==> src/rtl/keymat_pkg.sv <==
package keymat_pkg;
   typedef enum logic {
      ST_REST = 1'b0,
      ST_SCAN = 1'b1
   } scan_st_e;
endpackage

==> src/rtl/keymat_sync.sv <==
module keymat_sync #(
   parameter int W      = 8,
   parameter int STAGES = 2
) (
   input  logic         clk,
   input  logic         rst_n,
   input  logic [W-1:0] din,
   output logic [W-1:0] dout
);
   logic [STAGES-1:0][W-1:0] stg;

   always_ff @(posedge clk or negedge rst_n) begin
      if (!rst_n) begin
         stg <= '0;
      end else begin
         stg[0] <= din;
         for (int i = 1; i < STAGES; i++) stg[i] <= stg[i-1];
      end
   end

   assign dout = stg[STAGES-1];
endmodule

==> src/rtl/keymat_rowseq.sv <==
module keymat_rowseq
   import keymat_pkg::*;
#(
   parameter int ROWS     = 8,
   parameter int SETTLE_W = 4,
   parameter int RW       = (ROWS > 1) ? $clog2(ROWS) : 1
) (
   input  logic                clk,
   input  logic                rst_n,
   input  logic                tick,
   input  logic [SETTLE_W-1:0] settle_ticks,
   input  logic                col_any,
   input  logic                go_idle,
   output logic [ROWS-1:0]     row_drv,
   output logic [RW-1:0]       row_idx,
   output logic                sample,
   output logic                last_row
);
   scan_st_e            st;
   logic [SETTLE_W-1:0] hold_cnt;
   logic [SETTLE_W:0]   need;
   logic                hold_done;

   assign need      = (settle_ticks == '0) ? (SETTLE_W+1)'(1) : {1'b0, settle_ticks};
   assign hold_done = ({1'b0, hold_cnt} + (SETTLE_W+1)'(1)) >= need;
   assign last_row  = (row_idx == RW'(ROWS-1));
   assign sample    = (st == ST_SCAN) && tick && hold_done;

   always_ff @(posedge clk or negedge rst_n) begin
      if (!rst_n) begin
         st       <= ST_REST;
         row_idx  <= '0;
         hold_cnt <= '0;
      end else begin
         case (st)
            ST_REST: begin
               if (tick && col_any) begin
                  st       <= ST_SCAN;
                  row_idx  <= '0;
                  hold_cnt <= '0;
               end
            end
            default: begin
               if (tick) begin
                  if (hold_done) begin
                     hold_cnt <= '0;
                     if (last_row) begin
                        row_idx <= '0;
                        if (go_idle) st <= ST_REST;
                     end else begin
                        row_idx <= row_idx + 1'b1;
                     end
                  end else begin
                     hold_cnt <= hold_cnt + 1'b1;
                  end
               end
            end
         endcase
      end
   end

   for (genvar r = 0; r < ROWS; r++) begin : g_row
      assign row_drv[r] = (st == ST_REST) || (row_idx == RW'(r));
   end
endmodule

==> src/rtl/keymat_debounce.sv <==
module keymat_debounce #(
   parameter int MW    = 64,
   parameter int DEB_W = 4
) (
   input  logic             clk,
   input  logic             rst_n,
   input  logic             frame_valid,
   input  logic [MW-1:0]    frame_map,
   input  logic [DEB_W-1:0] stable_scans,
   output logic [MW-1:0]    key_map,
   output logic             key_irq,
   output logic             go_idle
);
   logic [MW-1:0]    prev_map;
   logic [DEB_W-1:0] match_cnt;
   logic [DEB_W-1:0] new_cnt;
   logic [DEB_W-1:0] need;
   logic             same;
   logic             accept;

   assign need    = (stable_scans == '0) ? DEB_W'(1) : stable_scans;
   assign same    = (match_cnt != '0) && (frame_map == prev_map);
   assign new_cnt = !same ? DEB_W'(1)
                  : (match_cnt == '1) ? match_cnt : match_cnt + 1'b1;
   assign accept  = frame_valid && (new_cnt >= need);
   assign go_idle = accept && (frame_map == '0);

   always_ff @(posedge clk or negedge rst_n) begin
      if (!rst_n) begin
         prev_map  <= '0;
         match_cnt <= '0;
         key_map   <= '0;
         key_irq   <= 1'b0;
      end else begin
         key_irq <= 1'b0;
         if (frame_valid) begin
            prev_map  <= frame_map;
            match_cnt <= new_cnt;
            if (accept && (frame_map != key_map)) begin
               key_map <= frame_map;
               key_irq <= 1'b1;
            end
         end
      end
   end
endmodule

==> src/rtl/keymat_scan.sv <==
module keymat_scan #(
   parameter int ROWS        = 8,
   parameter int COLS        = 8,
   parameter int SETTLE_W    = 4,
   parameter int DEB_W       = 4,
   parameter int SYNC_STAGES = 2
) (
   input  logic                 clk,
   input  logic                 rst_n,
   input  logic                 scan_tick,
   input  logic [SETTLE_W-1:0]  settle_ticks,
   input  logic [DEB_W-1:0]     stable_scans,
   input  logic [COLS-1:0]      col_in,
   output logic [ROWS-1:0]      row_out,
   output logic [ROWS*COLS-1:0] key_map,
   output logic                 key_irq
);
   localparam int MW = ROWS * COLS;
   localparam int RW = (ROWS > 1) ? $clog2(ROWS) : 1;

   initial begin
      assert (ROWS >= 2 && ROWS <= 32) else $error("keymat_scan: ROWS out of range");
      assert (COLS >= 1 && COLS <= 32) else $error("keymat_scan: COLS out of range");
      assert (SYNC_STAGES >= 2) else $error("keymat_scan: need two or more sync stages");
      assert (SETTLE_W >= 1 && DEB_W >= 1) else $error("keymat_scan: counter widths");
   end

   logic [COLS-1:0]            col_sync;
   logic [RW-1:0]              row_idx;
   logic                       sample;
   logic                       last_row;
   logic                       go_idle;
   logic [ROWS-1:0][COLS-1:0]  row_hold;
   logic [MW-1:0]              frame_map;

   keymat_sync #(.W(COLS), .STAGES(SYNC_STAGES)) u_sync (
      .clk  (clk),
      .rst_n(rst_n),
      .din  (col_in),
      .dout (col_sync)
   );

   keymat_rowseq #(.ROWS(ROWS), .SETTLE_W(SETTLE_W), .RW(RW)) u_seq (
      .clk         (clk),
      .rst_n       (rst_n),
      .tick        (scan_tick),
      .settle_ticks(settle_ticks),
      .col_any     (|col_sync),
      .go_idle     (go_idle),
      .row_drv     (row_out),
      .row_idx     (row_idx),
      .sample      (sample),
      .last_row    (last_row)
   );

   always_ff @(posedge clk or negedge rst_n) begin
      if (!rst_n) row_hold <= '0;
      else if (sample) row_hold[row_idx] <= col_sync;
   end

   for (genvar r = 0; r < ROWS; r++) begin : g_frame
      assign frame_map[r*COLS +: COLS] = (row_idx == RW'(r)) ? col_sync : row_hold[r];
   end

   keymat_debounce #(.MW(MW), .DEB_W(DEB_W)) u_deb (
      .clk         (clk),
      .rst_n       (rst_n),
      .frame_valid (sample && last_row),
      .frame_map   (frame_map),
      .stable_scans(stable_scans),
      .key_map     (key_map),
      .key_irq     (key_irq),
      .go_idle     (go_idle)
   );
endmodule

==> config.mk <==
export PLATFORM = sky130hd
export DESIGN_NAME = keymat_scan
export DESIGN_NICKNAME = d
export VERILOG_FILES = /design/src/rtl/keymat_pkg.sv /design/src/rtl/keymat_sync.sv /design/src/rtl/keymat_rowseq.sv /design/src/rtl/keymat_debounce.sv /design/src/rtl/keymat_scan.sv
export SDC_FILE = /design/constraint.sdc
export NUM_CORES = 1
export LEC_CHECK = 0
export CAP_MARGIN = 0
export CELL_PAD_IN_SITES_DETAIL_PLACEMENT = 1
export CELL_PAD_IN_SITES_GLOBAL_PLACEMENT = 1
export CORE_MARGIN = 4
export CORE_UTILIZATION = 51
export DETAILED_ROUTE_END_ITERATION = 16
export DONT_BUFFER_PORTS = 1
export MAX_ROUTING_LAYER = met4
export PLACE_DENSITY_LB_ADDON = 0.15
export SKIP_CTS_REPAIR_TIMING = 1
export SLEW_MARGIN = 25
export SYNTH_ARGS = -nofsm -noshare
export SYNTH_HDL_FRONTEND = slang
export SYNTH_SLANG_ARGS = --single-unit
==> constraint.sdc <==
create_clock -name clk -period 6.9 [get_ports clk]
set_input_delay 1.035 -clock clk [delete_from_list [all_inputs] [get_ports clk]]
set_output_delay 1.035 -clock clk [all_outputs]
set_load 0.01 [all_outputs]
==> flow_summary.ini, run 1 <==
[run_status]
outcome = complete, no violations

[setup_path]
cp_max_fo = 28
cp.required_ns = 7.34
arrival_ns = 6.52
worstPathBufferInverterCount = 2
critical-path-slowest-cell = or4_1
cp-start-kind = flop
end_kind = flop
cpMostUsedCell = or4_1
r2r_start = u_seq.row_idx[1]
path_class = flop to flop
crit_path_max_incr_delay_ns = 0.72
cp-startpoint = u_seq.row_idx[1]
ff2ff_setup_slack_ns = 0.82
critPathTopFamily = simple AND/OR/NAND/NOR gates
worstPathCellList = clkinv_1 > ha_1 > nand2_4 > a21oi_1 > o22ai_1 > or4_1 > or4_1 > or4_1 > nor2_1 > ha_1 > nand2b_1 > a21o_1 > a21o_1 > a21oi_1 > nor2_1 > o41ai_4 > buf_4 > mux2i_1

[layout]
final_layout_size_suffix_gt1_share_pct = 11.9
fillers = 2562
layout_commonest_cell = dfrtp_1
fin_area_um2 = 13300
nNetsFinal = 1230
final_cell_mix = dfrtp_1 (221), nand2_1 (126), mux2i_1 (116)
syn2layout_area_growth_pct = 10.4

[hold_path]
hp-class = primary input to asynchronous set/reset pin

[global_routing]
gr-total-overflow = 0
antenna_found_initial = 1
track_usage_pct = 34.2
grt_max_degree = 222
grt_pass1_wl_um = 65400
grt_pass1_vias = 9981

[sta]
rsz0062_at_grt = false
maxSlewViolCount = 0
maxSlewHeadroom_pct = 34.3
max_freq_ghz = 0.165
min_period_ns = 6.08
worst_clock_skew_ns = 0.0237
fin_tns_setup_ns = 0
worstMarginPinSlew_ns = 0.958
final-setup-viol-count = 0
whs_ns = 0.198
final_hold_viol_count = 0
fin_crit_sh_pct = 88.1

[power_and_ir_drop]
p_comb_share_pct = 40.9
internal_power_uw = 3360
switching_share_pct = 41.7
p_sw_uw = 2400
pwr-share-clk_pct = 24.3
pwr-share-seq_pct = 34.8
irDropWorstVdd_mv = 0.257
powerDensity_nw_per_um2 = 435
p_leak_uw = 0.00654

[synthesis]
yosysTopAreaCellShare_pct = 46.1
syn_inst = 1188
synth_fp_nets = 1224
synth-simple-area-share_pct = 12.5
synth-seq-cells = 221
synth.largest_area_cell = dfrtp_1
synth_area_um2 = 12000
synth_compound_area_share_pct = 12.4
yosys-top-cells-area = dfrtp_1 (46%), mux2i_1 (9.7%), xnor2_1 (4.9%)
yosysWarnings = 0
synth_edf_count = 0
dominantRegCellSynth = dfrtp_1
synth_fa_ha_area_share_pct = 1.77
synth_cell_types = 71
synth_mux_area_share_pct = 14.2
syn_avg_cell_area_um2 = 10.1
synth_top_family_by_area = multiplexers
synthArstFlopShare_pct = 100
seq_area_frac_synth_pct = 46.1
synthXorXnorAreaFrac_pct = 6.86

[placement]
routabilityCongestion = 0.992
dp_hpwl_um = 31100
io_buffers = 0
dpl_cell_area_um2 = 12400

[die]
die_h_um = 161
initial_utilization_pct = 52.4
placementRows = 55
io_pins = 92
fp.coreArea_um2 = 22900
dieArea_um2 = 26100
die_x_um = 161

[drt]
drt_iter0_markers = 1169
via_count = 9731
postRouteAntennaNets = 0
wl_per_cell_um = 28.5
finalWirelength_um = 43500
first_pass_iters = 6
drcViolationCount = 0
via_per_inst = 6.38

[clocking]
cts_buffers = 25
clk_pin_slew_worst_paths_ns = 0.06
cts_tree = yes
cts_max_path_buffers = 3
cts_max_level = 1
clk_latency_ns = 0.54
ctsRootBufferMaster = clkbuf_16
cts_sinks = 221

[flow_run]
maxCapViolations = 0
## state kept, by name (all words and copies together), names as in the netlist
signal	count
row_hold	64
u_deb.prev_map	64
u_deb.key_irq	1
u_sync.dout	8
u_deb.key_map	64
u_sync.stg	8
u_seq.st	1
u_seq.row_idx	3
u_deb.match_cnt	4
u_seq.hold_cnt	4
## through the flow
stage	power, µW	worst slack, ns	util (%)	cells
finish	5760	0.821	57.8	1525
global route	6020	0.487	57.8	1525
CTS	5710	0.887	57.8	1524
detailed placement	4290	0.921	54.1	1480
global placement	4220	1.11	54.1	1480
floorplan	3370	1.46	-	1188
## power by group through the flow
stage	logic (µW)	clock network (µW)	registers, µW
after floorplan	1500	0	1860
after global placement	2230	0	1990
after detailed placement	2270	0	2010
after CTS	2300	1420	1990
after global routing	2510	1480	2030
final	2360	1400	2010
## per-layer routing
metal	global-route usage (%)	vias to the layer above	wire, µm
met1	46.4	4941	17900
met4	13.4	0	1980
li1	-	4165	-
met3	8.52	108	4240
met2	49.8	517	19400
met5	-	-	0
## synth_stat cells, types with 6 or more instances
library cell	instances
nand3_1	14
a31oi_1	9
inv_1	90
nor2_1	27
nor4_1	17
o21ai_0	106
nand2b_1	20
o22ai_1	16
buf_4	6
clkbuf_1	39
a22oi_1	6
o2bb2ai_1	7
xor2_1	27
mux2_2	40
or4_1	8
or3_1	6
nor2b_1	16
nand4_1	21
mux2i_1	116
o2111ai_1	7
nor3_1	14
buf_2	12
a21o_1	6
nand2_1	126
buf_1	6
xnor2_1	67
a21oi_1	26
ha_1	17
dfrtp_1	221
## worst reg2reg max path, stage by stage, from the launching register on
cell and delay [ns]:
dfrtp_1 0.46, clkinv_1 0.19, ha_1 0.53, nand2_4 0.27, a21oi_1 0.47, o22ai_1 0.13
or4_1 0.60, or4_1 0.53, or4_1 0.72, nor2_1 0.20, ha_1 0.24, nand2b_1 0.14
a21o_1 0.17, a21o_1 0.17, a21oi_1 0.14, nor2_1 0.11, o41ai_4 0.12, buf_4 0.51
mux2i_1 0.30
## worst paths after layout
path	to	cells past startpoint
min in group clk	u_sync.dout[7]	0
hold / removal	u_deb.key_map[60]	0
max in group asynchronous	row_hold[55]	0
hold reg to reg	u_sync.dout[7]	0
setup reg to reg	u_deb.key_map[62]	18
setup / recovery	u_deb.key_map[62]	18
## logic make-up (layout without fill, tap and decap cells)
kind of cell | after synthesis | count (layout)
AND/OR/NAND/NOR | 295 | 295
AO/OA/AOI/OAI | 235 | 235
flip-flops | 221 | 221
buffers and inverters | 164 | 187
multiplexers | 162 | 162
XOR/XNOR | 94 | 94
adder cells (fa/ha/maj) | 17 | 17
other | 0 | 1
## layout make-up
class	instances	area (µm²)	area share, %
multi-input cells	803	5750	43.4
flip-flops and latches	221	5530	41.7
clock buffers	35	693	5.23
well taps	313	392	2.95
repair buffers	49	380	2.87
inverters	94	353	2.66
clock inverters	9	151	1.14
diodes	1	2.50	0.0189
No activity file was read; power rests on OpenSTA's default activity.
==> run 2, diff against run 1 <==
--- a/config.mk
+++ b/config.mk
@@ -8,8 +8,7 @@
 export CAP_MARGIN = 0
 export CELL_PAD_IN_SITES_DETAIL_PLACEMENT = 1
 export CELL_PAD_IN_SITES_GLOBAL_PLACEMENT = 1
-export CORE_MARGIN = 4
-export CORE_UTILIZATION = 51
+export CORE_UTILIZATION = 46
 export DETAILED_ROUTE_END_ITERATION = 16
 export DONT_BUFFER_PORTS = 1
 export MAX_ROUTING_LAYER = met4
==> constraint.sdc (replaced) <==
create_clock -name clk -period 5.35 [get_ports clk]
set_input_delay 0.8025 -clock clk [delete_from_list [all_inputs] [get_ports clk]]
set_output_delay 0.8025 -clock clk [all_outputs]
set_load 0.01 [all_outputs]
==> run 2 against run 1 <==
Against the previous run: the flow now finishes with violations (negative hold slack); sequential power is 28% higher; combinational power is 42% higher; critical path depth is 6 lower; largest cell class unchanged; highest routed layer unchanged.
==> flow_summary.ini, run 2 (synthesis gave the netlist of run 1 again) <==
[run_status]
outcome = finished with violations
violations = negative hold slack

[setup_path]
reg2reg_depth = 12
cp.required_ns = 5.81
path_class = flop to flop
crit_path_max_incr_delay_ns = 0.97
arrival_ns = 5.71
end_kind = flop
critical-path-slowest-cell = o41ai_4
path_depth = 12
cpMostUsedCell = or4_1
worstPathCellList = inv_1 > ha_1 > buf_4 > and2_1 > mux2i_1 > xnor2_1 > nand4_1 > or4_1 > or4_1 > o41ai_4 > clkbuf_16 > mux2i_2
cp-start-kind = flop
critPathTopFamily = simple AND/OR/NAND/NOR gates
cp_max_fo = 9
worstPathBufferInverterCount = 3

[drt]
drt_iter0_markers = 809
wl_per_cell_um = 28.3
finalWirelength_um = 45200
postRouteAntennaNets = 0
via_count = 9795
via_per_inst = 6.13
first_pass_iters = 5
drcViolationCount = 0

[layout]
syn2layout_area_growth_pct = 16.3
layout_commonest_cell = dfrtp_1
instances_no_fill = 1599
final_layout_size_suffix_gt1_share_pct = 17.4
largestRegisters = row_hold (64), u_deb.key_map (64), u_deb.prev_map (64)
nNetsFinal = 1284
utilization_pct = 54.9
final_cell_mix = dfrtp_1 (220), nand2_1 (126), mux2i_1 (110)

[sta]
worst_clock_skew_ns = 0.0180
max_freq_ghz = 0.190
final_hold_viol_count = 51
worstMarginPinSlew_ns = 1.08
maxSlewHeadroom_pct = 26.5
maxSlewViolCount = 0
rsz0062_at_grt = false
whs_ns = -0.0388
min_period_ns = 5.26
worst_slack_ns = 0.0947
final-setup-viol-count = 0
fin_crit_sh_pct = 98.2

[global_routing]
grt_max_degree = 222
antenna_found_initial = 2
grt_pass1_wl_um = 66700
gr-total-overflow = 0
track_usage_pct = 35.3
grt_pass1_vias = 10100

[power_and_ir_drop]
irDropWorstVdd_mv = 0.328
power_uw = 7960
p_leak_uw = 0.00689
powerDensity_nw_per_um2 = 570

[die]
placementRows = 58
io_pins = 92
fp.coreArea_um2 = 25400
dieArea_um2 = 26700
initial_utilization_pct = 47.3
die_h_um = 164
die_x_um = 164

[flow_run]
maxCapViolations = 0

[placement]
dp.cells = 1546
routabilityCongestion = 0.971
post-place-ws_ns = -0.132
io_buffers = 0
dp_hpwl_um = 32500

[clocking]
ctsRootBufferMaster = clkbuf_16
cts_buffers = 26
clk_latency_ns = 0.55
cts_tree = yes
cts_sinks = 221
cts_max_path_buffers = 3
clk_pin_slew_worst_paths_ns = 0.06
cts_max_level = 1

[hold_path]
hp-class = primary input to asynchronous set/reset pin
run 2: cell types whose count changed in the layout (fill, tap and decap cells not counted), moves of 3 or more:
cell / delta
mux2i_2: +4
clkbuf_1: -3
buf_4: +47
buf_6: +3
ha_1: -3
clkbuf_16: +3
or4_4: +3
mux2i_1: -6
clkbuf_8: +3
or4_1: -3
run 2: area by class of cell:
| type | count | area, µm² |
|---|---|---|
| Clock buffer | 37 | 773 |
| Multi-Input combinational cell | 803 | 5850 |
| Tap cell | 330 | 413 |
| Timing Repair Buffer | 102 | 827 |
| Fill cell | 2800 | 11400 |
| Inverter | 94 | 353 |
| Antenna cell | 1 | 2.50 |
| Sequential cell | 221 | 5530 |
| Clock inverter | 11 | 205 |
run 2: layer usage:
| metal | vias up | track usage, % | share of wire, % |
|---|---|---|---|
| met5 | - | - | 0 |
| li1 | 4287 | - | - |
| met4 | 0 | 13.6 | 4.1 |
| met1 | 5011 | 45.4 | 42 |
| met3 | 106 | 8.20 | 7.8 |
| met2 | 391 | 53.9 | 46 |
run 2: power by group:
part / leakage (µW) / total [µW] / internal [µW] / switching, µW
clock network: 0.000485 / 2030 / 1290 / 739
logic: 0.00377 / 3360 / 1390 / 1980
registers: 0.00263 / 2570 / 2070 / 496
run 2: worst reg2reg max path, stage by stage (launching register included):
cell,delay (ns)
dfrtp_2,0.44
inv_1,0.14
ha_1,0.26
buf_4,0.22
and2_1,0.59
mux2i_1,0.36
xnor2_1,0.21
nand4_1,0.28
or4_1,0.52
or4_1,0.64
o41ai_4,0.97
clkbuf_16,0.35
mux2i_2,0.22
run 2: worst paths after layout:
kind,slack (ns),endpoint,start
worst max-delay path,0.09,u_deb.key_map[32],u_seq.row_idx[0]
worst min-delay path,-0.04,u_deb.key_map[2],rst_n
worst max register to register,0.09,u_deb.key_map[32],u_seq.row_idx[0]
worst min register to register,0.35,u_sync.dout[7],u_sync.stg[7]
max in group asynchronous,4.92,u_deb.prev_map[14],rst_n
min in group clk,0.29,u_sync.stg[4],col_in[4]
run 2: stage by stage:
stage / instance area, µm² / TNS [ns] / hold slack, ns
2_1_floorplan: 12000 / 0 / 0.331
3_3_place_gp: 12800 / 0 / 0.332
3_5_place_dp: 12800 / -4.75 / 0.336
4_1_cts: 13800 / -6.51 / -0.0441
5_1_grt: 14000 / 0 / -0.0509
6_report: 14000 / 0 / -0.0388
==> run 3, diff against run 2 <==
==> constraint.sdc (replaced) <==
create_clock -name clk -period 5.35 [get_ports clk]
set_input_delay 0.2675 -clock clk [delete_from_list [all_inputs] [get_ports clk]]
set_output_delay 0.2675 -clock clk [all_outputs]
set_load 0.01 [all_outputs]
==> run 3 against run 2 <==
Against the previous run: the run now ends clean; non-clock buffer count is 6 higher; critical endpoint unchanged; clock power is 9% lower; sequential power hardly changed; clock skew is 0.010 ns higher; via count is 0.22% lower; critical path depth is 6 higher; flip-flop and latch count stayed put; power is 2.6% lower; hold slack better by 0.093 ns.
==> flow_summary.ini, run 3 (synthesis gave the netlist of run 1 again) <==
[placement]
io_buffers = 0
dp.cells = 1546
post-place-ws_ns = -0.0285
routabilityCongestion = 0.991
dp_hpwl_um = 32100
dpl_cell_area_um2 = 12800

[clocking]
cts_max_path_buffers = 3
cts_tree = yes
ctsRootBufferMaster = clkbuf_16
cts_sinks = 221
clk_pin_slew_worst_paths_ns = 0.06
cts_max_level = 1
clk_latency_ns = 0.56
cts_buffers = 26

[hold_path]
hold_depth = 2
min-delay-start = scan_tick
hp-class = primary input to flop
min_delay_worst_endpoint = u_seq.hold_cnt[1]

[sta]
final_hold_viol_count = 0
fin_crit_sh_pct = 98.1
min_period_ns = 5.25
worst_clock_skew_ns = 0.0281
maxSlewViolCount = 0
worst_slack_ns = 0.104
rsz0062_at_grt = true
max_freq_ghz = 0.191
final-setup-viol-count = 0
worstMarginPinSlew_ns = 1.14
maxSlewHeadroom_pct = 24.2

[drt]
postRouteAntennaNets = 0
via_count = 9773
drcViolationCount = 0
drt_iter0_markers = 780
via_per_inst = 6.10
finalWirelength_um = 44000
first_pass_iters = 5
wl_per_cell_um = 27.5

[die]
fp.coreArea_um2 = 25400
die_x_um = 164
dieArea_um2 = 26700
io_pins = 92
initial_utilization_pct = 47.3
die_h_um = 164
placementRows = 58

[global_routing]
antenna_found_initial = 1
track_usage_pct = 35.0
grtUsageMet1_pct = 46.6
grt_busiest_layer = met2
grt_pass1_vias = 10000
met3_usage_pct = 7.36
gr-total-overflow = 0
grt_pass1_wl_um = 66100
grt.met2_usage_pct = 52.7
grt_max_degree = 222

[setup_path]
crit_path_max_incr_delay_ns = 0.63
worstPathCellList = ha_1 > ha_1 > mux2i_1 > xor2_1 > o21ai_0 > or4_1 > or4_1 > or4_1 > buf_4 > nor2b_1 > ha_1 > a21o_1 > a21o_1 > a21oi_1 > nor2_1 > o41ai_4 > buf_12 > mux2i_1
cp_max_fo = 20
worstReg2RegEnd = u_deb.key_map[32]
path_class = flop to flop
r2r_start = u_seq.row_idx[0]
arrival_ns = 5.69
cp-start-kind = flop
reg2reg_depth = 18
critical-path-slowest-cell = or4_1
cp.required_ns = 5.79
ff2ff_setup_slack_ns = 0.10
end_kind = flop

[run_status]
outcome = complete, no violations

[layout]
final_cell_mix = dfrtp_1 (221), nand2_1 (126), mux2i_1 (112)
layout_commonest_cell = dfrtp_1
largestRegisters = row_hold (64), u_deb.key_map (64), u_deb.prev_map (64)
instances_no_fill = 1601
utilization_pct = 54.6
syn2layout_area_growth_pct = 15.6
fin_area_um2 = 13900
final_layout_size_suffix_gt1_share_pct = 16.2
nNetsFinal = 1290

[power_and_ir_drop]
irDropWorstVdd_mv = 0.319
powerDensity_nw_per_um2 = 559
p_leak_uw = 0.00686
power_uw = 7750

[flow_run]
maxCapViolations = 0
==> run 3: area by class of cell <==
class / instances / area (µm²)
Fill cell: 2776 / 11500
Multi-Input combinational cell: 803 / 5790
Sequential cell: 221 / 5530
Timing Repair Buffer: 108 / 898
Clock buffer: 35 / 744
Tap cell: 330 / 413
Inverter: 94 / 353
Clock inverter: 9 / 135
Antenna cell: 1 / 2.50
==> run 3: worst max-delay path by stage <==
stage / slack, ns / depth (start not counted) / startpoint / endpoint
after global routing: -0.05 / 19 / u_seq.row_idx[0] / u_deb.key_map[32]
after global placement: 0.07 / 19 / u_seq.row_idx[0] / u_deb.key_irq
after detailed placement: -0.03 / 18 / u_seq.row_idx[0] / u_deb.key_map[58]
after floorplan: 0.13 / 24 / u_seq.row_idx[2] / u_deb.key_map[26]
after CTS: -0.09 / 18 / u_seq.row_idx[0] / u_deb.key_map[60]
final: 0.10 / 18 / u_seq.row_idx[0] / u_deb.key_map[32]
==> run 3: worst max-delay path, delay by kind of cell, from the launching register on <==
kind,cells,cell delay [ns]
simple gates,5,1.93
compound gates,5,0.79
fa+ha+maj,3,0.73
mux,2,0.48
buf+inv,2,0.48
flops,1,0.43
xor+xnor,1,0.26
==> run 3: per-layer routing <==
layer / share of wire, % / wire (µm) / up-vias
met5: 0 / 0 / -
met4: 3.7 / 1630 / 0
li1: - / - / 4296
met1: 43 / 18800 / 5009
met2: 46 / 20000 / 378
met3: 7.9 / 3470 / 90
==> run 3: report_power, final <==
group / total (µW) / internal (µW) / switching, µW / leakage, µW
logic: 3340 / 1360 / 1980 / 0.00379
clock network: 1850 / 1110 / 735 / 0.000436
registers: 2560 / 2070 / 493 / 0.00264
total: 7750 / 4550 / 3200 / 0.00686
==> run 3: metrics by stage <==
| stage | hold WS [ns] | setup TNS [ns] |
|---|---|---|
| global route | 0.0604 | -0.380 |
| detailed placement | -0.0178 | -0.111 |
| finish | 0.0546 | 0 |
| global placement | -0.0185 | 0 |
| CTS | -0.602 | -0.725 |
| floorplan | -0.0281 | 0 |
